[config.mk]
export PLATFORM = sky130hd
export DESIGN_NAME = flash_wipe_jtag
export DESIGN_NICKNAME = d
export VERILOG_FILES = /design/src/rtl/fwj_pkg.sv /design/src/rtl/fwj_tck_gen.sv /design/src/rtl/fwj_hold_timer.sv /design/src/rtl/fwj_id_cap.sv /design/src/rtl/flash_wipe_jtag.sv
export SDC_FILE = /design/constraint.sdc
export NUM_CORES = 1
export LEC_CHECK = 0
export ABC_CLOCK_PERIOD_IN_PS = 4500
export BUFFER_PORTS_ARGS = -buffer_cell sky130_fd_sc_hd__buf_4
export CAP_MARGIN = 15
export CORE_MARGIN = 2
export CORE_UTILIZATION = 25
export DETAILED_ROUTE_END_ITERATION = 7
export PLACE_DENSITY_LB_ADDON = 0.05
export REMOVE_ABC_BUFFERS = 1
export SLEW_MARGIN = 20
export SYNTH_ARGS = -nofsm -noshare
export SYNTH_HDL_FRONTEND = slang
export SYNTH_HIERARCHICAL = 1
export SYNTH_SLANG_ARGS = --single-unit
[constraint.sdc]
create_clock -name clk_i -period 4.5 [get_ports clk_i]
set_input_delay 0.45 -clock clk_i [delete_from_list [all_inputs] [get_ports clk_i]]
set_output_delay 0.45 -clock clk_i [all_outputs]
set_load 0.1 [all_outputs]
[src/rtl/fwj_pkg.sv]
package fwj_pkg;

   typedef enum logic [2:0] {
      PH_IDLE,
      PH_RESET,
      PH_HEAD,
      PH_SHIFT,
      PH_TAIL,
      PH_HOLD
   } phase_e;

   localparam int unsigned LEN_W     = 6;
   localparam int unsigned SCAN_MAXW = 32;

   localparam logic [2:0] STEP_ID  = 3'd0;
   localparam logic [2:0] STEP_SET = 3'd4;
   localparam logic [2:0] STEP_CLR = 3'd5;

   localparam logic [7:0]  LINK_IR   = 8'h05;
   localparam logic [3:0]  CHIP_SEL  = 4'h1;
   localparam logic [7:0]  FLASH_IR  = 8'h09;
   localparam logic [15:0] WIPE_ON   = 16'h0001;
   localparam logic [15:0] WIPE_OFF  = 16'h0000;

   typedef struct packed {
      logic                 is_ir;
      logic [LEN_W-1:0]     len;
      logic [SCAN_MAXW-1:0] data;
   } scan_t;

   function automatic scan_t script_entry(input logic [2:0] idx, input int unsigned id_w);
      scan_t s;
      s = '{is_ir: 1'b0, len: LEN_W'(1), data: '0};
      unique case (idx)
         3'd0: s = '{is_ir: 1'b0, len: LEN_W'(id_w), data: '0};
         3'd1: s = '{is_ir: 1'b1, len: LEN_W'(8),    data: SCAN_MAXW'(LINK_IR)};
         3'd2: s = '{is_ir: 1'b0, len: LEN_W'(4),    data: SCAN_MAXW'(CHIP_SEL)};
         3'd3: s = '{is_ir: 1'b1, len: LEN_W'(8),    data: SCAN_MAXW'(FLASH_IR)};
         3'd4: s = '{is_ir: 1'b0, len: LEN_W'(16),   data: SCAN_MAXW'(WIPE_ON)};
         3'd5: s = '{is_ir: 1'b0, len: LEN_W'(16),   data: SCAN_MAXW'(WIPE_OFF)};
         default: s = '{is_ir: 1'b0, len: LEN_W'(1), data: '0};
      endcase
      return s;
   endfunction

endpackage

[src/rtl/fwj_tck_gen.sv]
module fwj_tck_gen #(
   parameter int unsigned HALF = 2
) (
   input  logic clk_i,
   input  logic rst_ni,
   input  logic en_i,
   output logic tck_o,
   output logic fall_o,
   output logic rise_o
);
   localparam int unsigned CW = (HALF > 1) ? $clog2(HALF) : 1;

   logic [CW-1:0] cnt_q;
   logic          tck_q;
   logic          wrap;

   assign wrap = en_i && (cnt_q == CW'(HALF - 1));

   always_ff @(posedge clk_i) begin
      if (!rst_ni || !en_i) begin
         cnt_q <= '0;
         tck_q <= 1'b1;
      end else if (wrap) begin
         cnt_q <= '0;
         tck_q <= ~tck_q;
      end else begin
         cnt_q <= cnt_q + CW'(1);
      end
   end

   assign tck_o  = tck_q;
   assign fall_o = wrap & tck_q;
   assign rise_o = wrap & ~tck_q;
endmodule

[src/rtl/fwj_hold_timer.sv]
module fwj_hold_timer #(
   parameter int unsigned HOLD_CYC = 400
) (
   input  logic clk_i,
   input  logic rst_ni,
   input  logic run_i,
   output logic expired_o
);
   localparam int unsigned W = $clog2(HOLD_CYC + 1);

   logic [W-1:0] cnt_q;

   assign expired_o = (cnt_q == W'(HOLD_CYC));

   always_ff @(posedge clk_i) begin
      if (!rst_ni || !run_i) begin
         cnt_q <= '0;
      end else if (!expired_o) begin
         cnt_q <= cnt_q + W'(1);
      end
   end
endmodule

[src/rtl/fwj_id_cap.sv]
module fwj_id_cap #(
   parameter int unsigned     ID_W      = 32,
   parameter bit              CHECK_ID  = 1'b1,
   parameter logic [ID_W-1:0] EXPECT_ID = ID_W'(32'h16B4801D)
) (
   input  logic            clk_i,
   input  logic            rst_ni,
   input  logic            clear_i,
   input  logic            shift_i,
   input  logic            tdo_i,
   output logic [ID_W-1:0] id_o,
   output logic            bad_o
);
   logic [ID_W-1:0] sh_q;

   always_ff @(posedge clk_i) begin
      if (!rst_ni || clear_i) begin
         sh_q <= '0;
      end else if (shift_i) begin
         if (ID_W > 1) sh_q <= {tdo_i, sh_q[ID_W-1:1]};
         else          sh_q <= ID_W'(tdo_i);
      end
   end

   assign id_o = sh_q;

   generate
      if (CHECK_ID) begin : g_check
         assign bad_o = (sh_q != EXPECT_ID);
      end else begin : g_nocheck
         assign bad_o = 1'b0;
      end
   endgenerate
endmodule

[src/rtl/flash_wipe_jtag.sv]
module flash_wipe_jtag
   import fwj_pkg::*;
#(
   parameter int unsigned     CLK_HZ    = 50_000_000,
   parameter int unsigned     TCK_HALF  = 2,
   parameter int unsigned     HOLD_CYC  = 400,
   parameter int unsigned     ID_W      = 32,
   parameter bit              CHECK_ID  = 1'b1,
   parameter logic [ID_W-1:0] EXPECT_ID = ID_W'(32'h16B4801D)
) (
   input  logic            clk_i,
   input  logic            rst_ni,
   input  logic            start_i,
   output logic            busy_o,
   output logic            done_o,
   output logic [ID_W-1:0] id_o,
   output logic            tck_o,
   output logic            tms_o,
   output logic            tdi_o,
   input  logic            tdo_i
);
   localparam longint MIN_HOLD  = (longint'(CLK_HZ) * 6 + 64'd999_999) / 64'd1_000_000;
   localparam longint MAX_SPAN  = (longint'(CLK_HZ) * 16) / 64'd1_000;
   localparam longint TAIL_SPAN = 64'd60 * longint'(TCK_HALF);
   localparam int unsigned RESET_TICKS = 6;

   generate
      if (TCK_HALF < 1) begin : g_bad_half
         $error("TCK_HALF must be at least one system clock");
      end
      if (ID_W < 1 || ID_W > SCAN_MAXW) begin : g_bad_idw
         $error("ID_W must lie between 1 and 32");
      end
      if (longint'(HOLD_CYC) < MIN_HOLD) begin : g_hold_short
         $error("HOLD_CYC is shorter than the 6 us minimum");
      end
      if (longint'(HOLD_CYC) + TAIL_SPAN > MAX_SPAN) begin : g_hold_long
         $error("HOLD_CYC plus scan time exceeds the 16 ms limit");
      end
   endgenerate

   phase_e           ph_q, ph_n;
   logic [2:0]       step_q, step_n;
   logic [LEN_W-1:0] cnt_q, cnt_n;
   logic             busy_q, done_q;
   logic             tms_q, tms_n, tdi_q, tdi_n;
   logic             last_q, last_n;
   logic             idsh_q, idsh_n;
   logic             fall, rise, hold_exp, id_bad, accept;
   scan_t            cur;
   logic [LEN_W-1:0] head_len;

   fwj_tck_gen #(.HALF(TCK_HALF)) u_tck (
      .clk_i (clk_i),
      .rst_ni(rst_ni),
      .en_i  (busy_q),
      .tck_o (tck_o),
      .fall_o(fall),
      .rise_o(rise)
   );

   fwj_hold_timer #(.HOLD_CYC(HOLD_CYC)) u_hold (
      .clk_i    (clk_i),
      .rst_ni   (rst_ni),
      .run_i    (ph_q == PH_HOLD),
      .expired_o(hold_exp)
   );

   fwj_id_cap #(.ID_W(ID_W), .CHECK_ID(CHECK_ID), .EXPECT_ID(EXPECT_ID)) u_id (
      .clk_i  (clk_i),
      .rst_ni (rst_ni),
      .clear_i(accept),
      .shift_i(rise && idsh_q),
      .tdo_i  (tdo_i),
      .id_o   (id_o),
      .bad_o  (id_bad)
   );

   assign accept   = start_i && !busy_q;
   assign cur      = script_entry(step_q, ID_W);
   assign head_len = cur.is_ir ? LEN_W'(4) : LEN_W'(3);

   // Next tick: pin values launched at the coming falling edge and the state after it.
   always_comb begin
      ph_n   = ph_q;
      step_n = step_q;
      cnt_n  = cnt_q + LEN_W'(1);
      tms_n  = 1'b0;
      tdi_n  = 1'b0;
      last_n = 1'b0;
      idsh_n = 1'b0;
      unique case (ph_q)
         PH_RESET: begin
            tms_n = (cnt_q != LEN_W'(RESET_TICKS - 1));
            if (cnt_q == LEN_W'(RESET_TICKS - 1)) begin
               ph_n   = PH_HEAD;
               step_n = STEP_ID;
               cnt_n  = '0;
            end
         end
         PH_HEAD: begin
            tms_n = cur.is_ir ? (cnt_q < LEN_W'(2)) : (cnt_q == '0);
            if (cnt_q == head_len - LEN_W'(1)) begin
               ph_n  = PH_SHIFT;
               cnt_n = '0;
            end
         end
         PH_SHIFT: begin
            tdi_n  = cur.data[cnt_q[4:0]];
            tms_n  = (cnt_q == cur.len - LEN_W'(1));
            idsh_n = (step_q == STEP_ID);
            if (cnt_q == cur.len - LEN_W'(1)) begin
               ph_n  = PH_TAIL;
               cnt_n = '0;
            end
         end
         PH_TAIL: begin
            tms_n = (cnt_q == '0);
            if (cnt_q == LEN_W'(1)) begin
               cnt_n = '0;
               if (step_q == STEP_CLR || (step_q == STEP_ID && id_bad)) begin
                  last_n = 1'b1;
                  ph_n   = PH_IDLE;
               end else if (step_q == STEP_SET) begin
                  ph_n = PH_HOLD;
               end else begin
                  ph_n   = PH_HEAD;
                  step_n = step_q + 3'd1;
               end
            end
         end
         PH_HOLD: begin
            cnt_n = '0;
            if (hold_exp) begin
               ph_n   = PH_HEAD;
               step_n = STEP_CLR;
            end
         end
         default: begin
            cnt_n = cnt_q;
         end
      endcase
   end

   always_ff @(posedge clk_i) begin
      if (!rst_ni) begin
         ph_q   <= PH_IDLE;
         step_q <= '0;
         cnt_q  <= '0;
         busy_q <= 1'b0;
         done_q <= 1'b0;
         tms_q  <= 1'b1;
         tdi_q  <= 1'b0;
         last_q <= 1'b0;
         idsh_q <= 1'b0;
      end else begin
         done_q <= 1'b0;
         if (!busy_q) begin
            if (start_i) begin
               busy_q <= 1'b1;
               ph_q   <= PH_RESET;
               step_q <= '0;
               cnt_q  <= '0;
               last_q <= 1'b0;
            end
         end else begin
            if (fall) begin
               ph_q   <= ph_n;
               step_q <= step_n;
               cnt_q  <= cnt_n;
               tms_q  <= tms_n;
               tdi_q  <= tdi_n;
               last_q <= last_n;
               idsh_q <= idsh_n;
            end
            if (rise && last_q) begin
               busy_q <= 1'b0;
               done_q <= 1'b1;
               last_q <= 1'b0;
               idsh_q <= 1'b0;
            end
         end
      end
   end

   assign busy_o = busy_q;
   assign done_o = done_q;
   assign tms_o  = tms_q;
   assign tdi_o  = tdi_q;
endmodule

* Word-level counts from Yosys, hierarchy flattened
Cells that the tools add are included.
Operators by class: reductions and logical operators 24, multiplexer cells 49, bitwise logic cells 3, $add $sub $neg 6, equality and inequality tests 28, $lt $le $gt $ge 2
Operator list (count):
- $pmux 39 s6 | 1
- $mux 3 | 19
- $mux 6 | 7
- $ne 32x29->1 const B | 1
- $pmux 6 s5 | 1
- $ne 3x3->1 const B | 7
- $mux 1 | 17
- $reduce_and 8->1 | 2
- $pmux 3 s5 | 1
- $eq 3x2->1 const B | 4
- $eq 3x3->1 const B | 4
- $eq 6x6->1 | 2
- $add 9x1->9 const B | 1
- $eq 9x9->1 const B | 1
- $pmux 3 s3 | 1
- $reduce_and 2->1 | 4
- $add 6x1->6 const B | 1
- $eq 3x1->1 const B | 2
- $eq 6x1->1 const B | 1
- $eq 6x3->1 const B | 1
- $logic_not 6->1 | 1
- $lt 5x6->1 const B | 1
- $lt 6x2->1 const B | 1
- $ne 6x1->1 const B | 1
- other kinds (19) | 30
Word-level totals: flip-flop bits (word level) 61, input port bits 4, output and inout port bits 37

* Longest topological paths before layout
Gate-level depths: netlist of run 1.
word-level depth 9, depth in mapped cells 11, gate-level depth less buffers 10

* Modules after synthesis
The synthesis of run 1 kept the hierarchy.
Modules (own cells, without submodules):
- flash_wipe_jtag | times used 1, cells each 198, area each 1467.7 µm²
- fwj_id_cap | times used 1, cells each 115, area each 1221.2 µm²
- fwj_hold_timer | times used 1, cells each 50, area each 437.9 µm²
- fwj_tck_gen | times used 1, cells each 9, area each 76.3 µm²

* Worst setup path after synthesis of run 1
OpenSTA, ideal clock, no wires.
path kind register to register, start register u_id.sh_q[15] (netlist: u_id/id_o[15]), end register step_q[0], period minus slack after synthesis 3.073 ns, arrival time 3.001 ns, setup time 0.072 ns, cell stages (with the launch flop) 9, path buffers 0, data required time 4.428 ns, slack 1.427 ns, cell sequence dfxtp_1 -> nor4b_2 -> nand2_1 -> or4_1 -> nand2_1 -> a211oi_1 -> or4_1 -> o21bai_1 -> mux2i_1
Between the ends: word-level cells in the longest chain between the ends 5
RTL lines:
- from (decl) | RTL line fwj_id_cap.sv:14 | logic [ID_W-1:0] sh_q;
- from (signal assigned) | RTL line fwj_id_cap.sv:20 | if (ID_W > 1) sh_q <= {tdo_i, sh_q[ID_W-1:1]};
- from (signal assigned) | RTL line fwj_id_cap.sv:21 | else sh_q <= ID_W'(tdo_i);
- $ne 32x29->1 | RTL line fwj_id_cap.sv:29 | assign bad_o = (sh_q != EXPECT_ID);
- net id_bad | RTL line flash_wipe_jtag.sv:49 | logic fall, rise, hold_exp, id_bad, accept;
- $logic_and 1x1->1 | RTL line flash_wipe_jtag.sv:121 | if (step_q == STEP_CLR || (step_q == STEP_ID && id_bad)) begin
- $logic_or 1x1->1 | RTL line flash_wipe_jtag.sv:121
- $ne 3x3->1 (no line)
- $reduce_and 8->1 (no line)
- to (signal assigned) | RTL line flash_wipe_jtag.sv:169 | step_q <= step_n;
- to (decl) | RTL line flash_wipe_jtag.sv:43 | logic [2:0] step_q, step_n;
The timed path passes the listed nets, and every way through them passes these cells. A chain may end at the register's enable or synchronous reset.

==> results of run 1 <==
[area by class of cell]
class                           instances  area [um2]  share of cell area (%)
Timing Repair Buffer                   41       307.8                   7.892
Inverter                               16       60.06                   1.540
Clock buffer                           13       250.2                   6.416
Sequential cell                        61        1221                   31.31
Multi-Input combinational cell        277        1836                   47.06
Tap cell                              172       215.2                   5.518
Clock inverter                          2       10.01                  0.2567
[worst max-delay path by stage]
stage                             start        end  slack (ps)
after floorplan           u_id/id_o[15]  step_q[1]        1420
after global placement        step_q[2]   cnt_q[5]        1580
after detailed placement      step_q[2]   cnt_q[5]        1470
after CTS                     step_q[2]   cnt_q[5]        1470
after global routing          step_q[2]    ph_q[0]        1010
final                         step_q[2]   cnt_q[5]        1400
[worst register-to-register path: stages, from the launching register on]
cell       delay (ps)
dfxtp_1           590
inv_1             200
ha_1              360
o21bai_1          270
a21oi_1           110
o31ai_1           360
o21ai_1           180
a2111oi_4         540
nor4_1            100
a211o_1           270
[registers in the layout, summed over array words and instances, names as in the netlist]
register,flops
u_tck/tck_o,1
u_hold/cnt_q,9
busy_o,1
idsh_q,1
tms_o,1
last_q,1
tdi_o,1
ph_q,3
step_q,3
cnt_q,6
u_tck/cnt_q,1
u_id/id_o,32
done_o,1
[cells in the mapped netlist (2+ instances only)]
cell type	number	area share, %
o22ai_1	2	0.39
nand2_1	25	2.9
dfxtp_1	61	38
nor3_1	8	1.3
inv_1	16	1.9
o21bai_1	3	0.70
a21oi_1	19	3.0
xnor2_1	2	0.55
or3_1	6	1.2
buf_1	2	0.23
ha_1	11	4.3
o31ai_1	3	0.70
nand2b_1	6	1.2
and3_1	2	0.39
or4_1	3	0.70
nand3_1	18	2.8
buf_2	5	0.78
a211oi_1	5	1.2
nor2b_1	4	0.78
nand4_1	8	1.6
clkbuf_1	9	1.1
and2_1	6	1.2
mux2i_1	34	11
nor4_1	5	0.98
nor2_1	51	6.0
o21ai_1	2	0.31
nor4b_1	3	0.82
a211o_1	2	0.55
o21ai_0	15	2.3
and4bb_2	2	0.78
nand4b_1	2	0.55
xor2_1	4	1.1
nor4b_2	2	0.94
a32o_1	2	0.63
[through the flow]
| stage | total power, uW | cell area, um2 |
|---|---|---|
| after floorplan | 584.9 | 3115 |
| after global placement | 602.8 | 3640 |
| after detailed placement | 601.8 | 3640 |
| after CTS | 1230 | 3900 |
| after global routing | 1261 | 3900 |
| final | 1203 | 3900 |
[logic make-up after synthesis]
logic type / synth area share (%)
AO/OA/AOI/OAI: 13.75
buffers and inverters: 4.609
multiplexers: 10.63
AND/OR/NAND/NOR: 26.95
adder cells (fa/ha/maj): 4.297
XOR/XNOR: 1.641
flip-flops: 38.12
[layer usage]
layer  vias to the layer above  part of all wire (%)
li1                       1395                     -
met1                      1346                    48
met2                        52                    46
met3                        14                   3.9
met4                         0                   2.0
met5                         -                     0
[report_power, final]
group,leakage [uW],total (uW),internal [uW],switching [uW]
clock,0.000129,613,383,230
combinational,0.000761,41.2,11.4,29.8
sequential,0.000492,549,543,5.56
total,0.00138,1200,937,265
==> impl.org, run 1 <==
** Status
- Run status :: completed

** Power
- Summed over all cells, the static leakage comes to 0.001382 uW.
- Power density over cell area :: 308.3 nW/um2
- Max rail drop VDD :: 0.1326 mV

** Worst setup path
- In this run the critical register-to-register path is captured at cnt_q[5].
- Crit-path cells :: inv_1, ha_1, o21bai_1, a21oi_1, o31ai_1, o21ai_1, a2111oi_4, nor4_1, a211o_1
- The critical path is of the flip-flop to flip-flop type.
- Cells on worst reg2reg path :: 9
- Counting both buffers and inverters, the worst setup path holds a total of 1.
- Launching element type of the critical path :: flip-flop
- Arrival time at the worst endpoint :: 3310 ps
- Data on the critical path is required at its endpoint by 4710 ps.
- Across all register-to-register paths, the minimum setup slack is 1400 ps.
- Levels on crit path :: 9
- Cell family with most CP delay :: compound AO/OA/AOI/OAI gates
- In this run the critical register-to-register path is launched from step_q[2].
- In this design, the stage delay of the slowest critical-path cell is 590 ps.
- CP Capture Type :: flip-flop
- Crit path max-delay cell type :: dfxtp_1
- Crit path max fanout :: 14

** Floorplanning
- Overall die width :: 117.2 um
- Core box area :: 12570 um2
- The die covers 13730 um2.
- Number of top-level pins :: 41
- Die height :: 117.2 um
- Initial core utilization :: 25.49%
- Cell Rows :: 41

** Placement
- Half-perimeter wire length after placement :: 6002 um
- GP Congestion :: 0.8048
- Counting tap cells, the placed design contains a total of 567 instances.
- Count of port buffers added during placement :: 40
- Before CTS, the worst setup slack after placement is 1471 ps.

** Yosys
- Number of instances in the synthesized netlist :: 372
- For this run, the number of Yosys warnings is 6.
- Syn avg cell area :: 8.610 um2
- In this run, synthesis produced a sequential element count of 61.
- Post-synthesis sequential area ratio :: 38.13%
- Number of distinct library cells after synthesis :: 58
- Number of synthesized flops with an enable pin :: 0
- Post-Synthesis Cell Area :: 3203 um2
- Top flip-flop cell by instance count after synthesis :: dfxtp_1
- In the synthesized netlist the async set-or-reset flop fraction comes to 0%.

** Layout
- Cells fill 31.03% of the core in the end.
- The count of cells in the finished layout, fillers not included, comes to 582.
- The net count of the finished layout is 421.
- The top cell types in the final layout, fill and taps aside, are 61 x dfxtp_1, 51 x nor2_1, 41 x buf_4.
- Ratio of cells with drive above 1 in the final layout :: 16.59%
- The number of antenna diodes in the final layout is 0.
- Leaving out fill and tap cells, the most frequent cell in the layout is dfxtp_1.
- Compared with the post-synthesis result, the final layout area differs by 21.76%.
- The layout has 1377 filler cells.

** Route
- Dividing the detail-routed wire length by the instance count gives 14.49 um.
- In the routed design, unresolved DRC markers number 0.
- Total number of vias :: 2807
- The pre-antenna-repair detailed-routing pass consisted of 4 iterations.
- Via density per instance :: 4.823
- Summed over all layers, the routed wires come to 8431 um.
- Iter 0 DRT Violations :: 114
- In this run the remaining antenna-violating nets after routing total 0.

** Timing
- Max-slew headroom at the worst pin :: 32.83%
- Measured slew at the worst slew-check pin :: 1008 ps
- The hold violation count in the final report is 0.
- Setup tns final :: 0 ps
- Setup violations remaining at the end of the flow were counted as 0.
- Number of pins with negative max-slew slack in the final report :: 0
- Peak Freq :: 323.0 MHz
- Period utilization :: 68.80%
- Worst setup skew after layout :: 4.156 ps
- Fin Hold WS :: 371.1 ps
- Setup repair after global routing left no endpoint under its margin.
- Setup slack on the critical path of the routed design comes to 1404 ps.
- Fin crit period :: 3096 ps

** Clock tree
- Count of hold buffers inserted by post-cts repair :: 0
- The cell sitting at the root of the clock tree is a clkbuf_16.
- The clock reaches the later pin of the worst-skew pair after 320 ps.
- TritonCTS built the clock tree.
- The number of gates resized after CTS was 0.
- In this run the deepest clock path goes through 2 buffers.
- Once the clock tree was built, the setup fixing pass inserted 0 buffers.
- After clock tree synthesis, the clock-pin slew on the worst setup and hold paths is 50 ps.
- The tree built by TritonCTS fans out to 61 sinks.
- In this run, CTS created clock tree buffers numbering 9.
- Total number of H-tree levels :: 3

** GRT
- Across every metal layer, demand over resource in global routing totals 13.15%.
- For met1 alone, demand over resource in global routing was 17.20%.
- Largest net degree at the start of global routing :: 33
- Wire length of the first global-routing pass :: 14010 um
- Met2 Track Usage GR :: 20.65%
- Residual overflow from global routing :: 0
- The number of global-route vias before repair is 2687.
- The initial antenna violation count is 0.
- met2 is the most crowded layer.
- In the global route stage, met3 resource usage came out at 3.141%.

** Worst hold path
- WHS Path Cells :: 3
- The startpoint identified for the worst hold timing path is tdo_i.
- The path with the worst hold slack has its endpoint at u_id/id_o[31].
- Worst min-delay path class :: input port to flip-flop

** Job
- Max_cap viols :: 0
(Power assumes the default switching activity.)
==> run 2, diff against run 1 <==
--- a/config.mk
+++ b/config.mk
@@ -5,7 +5,7 @@
 export SDC_FILE = /design/constraint.sdc
 export NUM_CORES = 1
 export LEC_CHECK = 0
-export ABC_CLOCK_PERIOD_IN_PS = 4500
+export ABC_CLOCK_PERIOD_IN_PS = 2900
 export BUFFER_PORTS_ARGS = -buffer_cell sky130_fd_sc_hd__buf_4
 export CAP_MARGIN = 15
 export CORE_MARGIN = 2
==> constraint.sdc (replaced) <==
create_clock -name clk_i -period 2.9 [get_ports clk_i]
set_input_delay 0.29 -clock clk_i [delete_from_list [all_inputs] [get_ports clk_i]]
set_output_delay 0.29 -clock clk_i [all_outputs]
set_load 0.1 [all_outputs]
==> impl.org, run 2 (synthesis gave the netlist of run 1 again) <==
** Status
- Run status :: completed (unchanged)

** Route
- DRC violations left :: 0 (unchanged)
- The total wire length after detailed routing is 8517 um (was 8431 um).
- Total number of vias :: 2828 (was 2807)
- Iter 0 DRT Violations :: 115 (was 114)
- Via density per instance :: 4.745 (was 4.823)
- Average wire per cell in the routed design :: 14.29 um (was 14.49 um)
- The final antenna-violating net count was 0 (unchanged).
- Detailed Routing Iterations Pass 1 :: 4 (unchanged)

** Worst setup path
- The arrival time of the worst setup path was 2900 ps (was 3310 ps).
- The minimum setup slack among reg-to-reg paths came to 240 ps (was 1400 ps).
- Cells on worst reg2reg path :: 8 (was 9)
- CP Capture Type :: flip-flop (unchanged)
- The peak fanout along the critical path is 4 (was 14).
- Launching element type of the critical path :: flip-flop (unchanged)
- Reg-to-reg endpoint :: step_q[0] (was cnt_q[5])
- The launch instance of the worst register-to-register path is u_id/id_o[8] (was step_q[2]).
- The required time reported for the critical path endpoint was 3150 ps (was 4710 ps).
- Worst Setup Path Type :: flip-flop to flip-flop (unchanged)
- Crit path to :: step_q[0] (was cnt_q[5])
- Worst setup startpoint :: u_id/id_o[8] (was step_q[2])

** Timing
- The clock period minus final worst setup slack came to 2658 ps (was 3096 ps).
- Peak Freq :: 376.2 MHz (was 323.0 MHz)
- The transition time of the tightest slew-check pin was 546.0 ps (was 1008 ps).
- Number of pins with negative max-slew slack in the final report :: 0 (unchanged)
- Setup tns final :: 0 ps (unchanged)
- Total setup violations reported at the end of the flow :: 0 (unchanged)
- Unrepaired setup endpoints after global routing :: no (unchanged)
- The final period utilization is 91.67% (was 68.80%).
- Max-slew headroom at the worst pin :: 63.60% (was 32.83%)
- Final hold violation count :: 0 (unchanged)
- The post-route clock skew is 5.423 ps (was 4.156 ps).

** Worst hold path
- The type of the worst min-delay path was input port to flip-flop (unchanged).
- The number of instances on the worst hold path was 3 (unchanged).

** GRT
- The total routing usage reported by global routing came to 13.15% (about the same).
- The number of global-route vias before repair came to 2663 (was 2687).
- The initial antenna violation count came to 0 (unchanged).
- Wire length of the first global-routing pass :: 13800 um (was 14010 um)
- The total congestion overflow is 0 (unchanged).
- The largest net degree at the start of global routing is 33 (unchanged).

** Floorplanning
- The height of the die was 117.2 um (unchanged).
- The boundary pin count was 41 (unchanged).
- The core box area was 12570 um2 (unchanged).
- The floorplan die width is 117.2 um (unchanged).
- Cell Rows :: 41 (unchanged)
- The die area was 13730 um2 (unchanged).
- Initial core utilization :: 25.49% (unchanged)

** Layout
- Final #Nets :: 436 (was 421)
- Leading cell types in the layout, fill and taps excluded :: 60 x dfxtp_1, 56 x buf_4, 51 x nor2_1 (was 61 x dfxtp_1, 51 x nor2_1, 41 x buf_4)
- The most common cell after layout, fill and taps aside is dfxtp_1 (unchanged).
- The fraction of final layout cells sized beyond drive strength 1 was 20.52% (was 16.59%).
- Layout area overhead :: 25.78% (was 21.76%)
- Flip-flop count of the largest register, all copies and words added :: 32 (unchanged)
- N_diodes :: 0 (unchanged)

** Clock tree
- TritonCTS clock tree :: done (unchanged)
- The hold buffer count at CTS was 0 (unchanged).
- Total number of H-tree levels :: 3 (unchanged)
- CTS clock-pin slew for the worst setup and hold paths :: 50 ps (about the same)
- Buffers from clock root to sink, at most :: 2 (unchanged)
- The clock insertion delay at the later pin of the skew report is 320 ps (about the same).
- CTS root buf :: clkbuf_16 (unchanged)
- The number of clock sinks seen by CTS was 61 (unchanged).
- Num CTS Buffers :: 9 (unchanged)

** Power
- Power density over cell area :: 468.9 nW/um2 (was 308.3 nW/um2)
- The register share of total power came to 44.9% (was 45.6%).
- Clock power share :: 51.3% (was 50.9%)
- The combinational cell fraction of total power was 3.8% (was 3.4%).
- Pint :: 1475 uW (was 937.2 uW)
- Max rail drop VDD :: 0.2635 mV (was 0.1326 mV)
- Static leakage :: 0.001469 uW (was 0.001382 uW)
- Overall power consumption :: 1889 uW (was 1203 uW)
- Switching power total :: 413.9 uW (was 265.3 uW)
- Share of total power consumed by net switching :: 21.91% (was 22.06%)

** Job
- The max capacitance violation total was 0 (unchanged).

** Placement
- GP Congestion :: 0.7792 (was 0.8048)
- The sum of net half-perimeters after detailed placement is 6097 um (was 6002 um).
- The number of I/O port buffers was 40 (unchanged).
-- run 2: cell count changes in the layout (fill, tap and decap cells not counted), sizes merged --
cell	change
buf	+15
clkbuf	-1
-- run 2: stage by stage --
step / worst slack [ps] / hold WS (ps) / cell area (um2) / cells / util [%]
after global placement: 146.2 / 452.0 / 3752 / 582 / 29.86
after detailed placement: 125.1 / 453.2 / 3752 / 582 / 29.86
after CTS: 101.4 / 190.6 / 4019 / 596 / 31.98
final: 241.6 / 204.4 / 4029 / 596 / 32.06
after global routing: 38.73 / 204.7 / 4029 / 596 / 32.06
after floorplan: -176.4 / 376.2 / 3115 / 354 / -
-- run 2: cell type report --
| cell class | instances | area (um2) |
|---|---|---|
| fill | 1364 | 8539 |
| multi-input combinational | 277 | 1844 |
| sequential | 61 | 1222 |
| timing repair buffer | 56 | 420.4 |
| clock buffer | 12 | 256.5 |
| tap | 172 | 215.2 |
| inverter | 16 | 60.06 |
| clock inverter | 2 | 10.01 |
-- run 2: how the worst min path moves through the flow --
stage / startpoint / endpoint / slack [ps]
floorplan: rst_ni / u_tck/tck_o / 380
global placement: u_tck/cnt_q / u_tck/cnt_q / 450
detailed placement: busy_o / u_tck/tck_o / 450
CTS: tdo_i / u_id/id_o[31] / 190
global route: start_i / busy_o / 200
finish: tdo_i / u_id/id_o[31] / 200
-- run 2: layer usage --
metal	routed length, um	share of wire (%)	global-route usage [%]	up-vias
met5	0	0	0	-
met4	171	2.0	6.902	0
met3	394	4.6	3.244	12
met2	3886	46	20.50	55
met1	4065	48	16.80	1333
li1	-	-	-	1428
-- run 2: worst max-delay path, cell delays in order (launching register included) --
cell,delay [ps]
dfxtp_1,340
nor4b_1,420
nand4_1,160
or4_1,490
nand2_1,100
a211oi_1,70
or4_1,530
o21bai_2,260
mux2i_1,210
-- run 2: power by group through the flow --
stage                     logic, uW  registers [uW]  clock network [uW]
after floorplan                31.2             876                   0
after global placement         72.7             866                   0
after detailed placement       70.9             866                   0
after CTS                      71.1             848                1010
after global routing           77.0             848                1050
final                          71.0             849                 969
-- run 2: what timing repair did --
action                                  in CTS  in global routing
endpoints found under the setup margin       0                  5
resized for setup                            0                  3
setup buffers                                0                  0
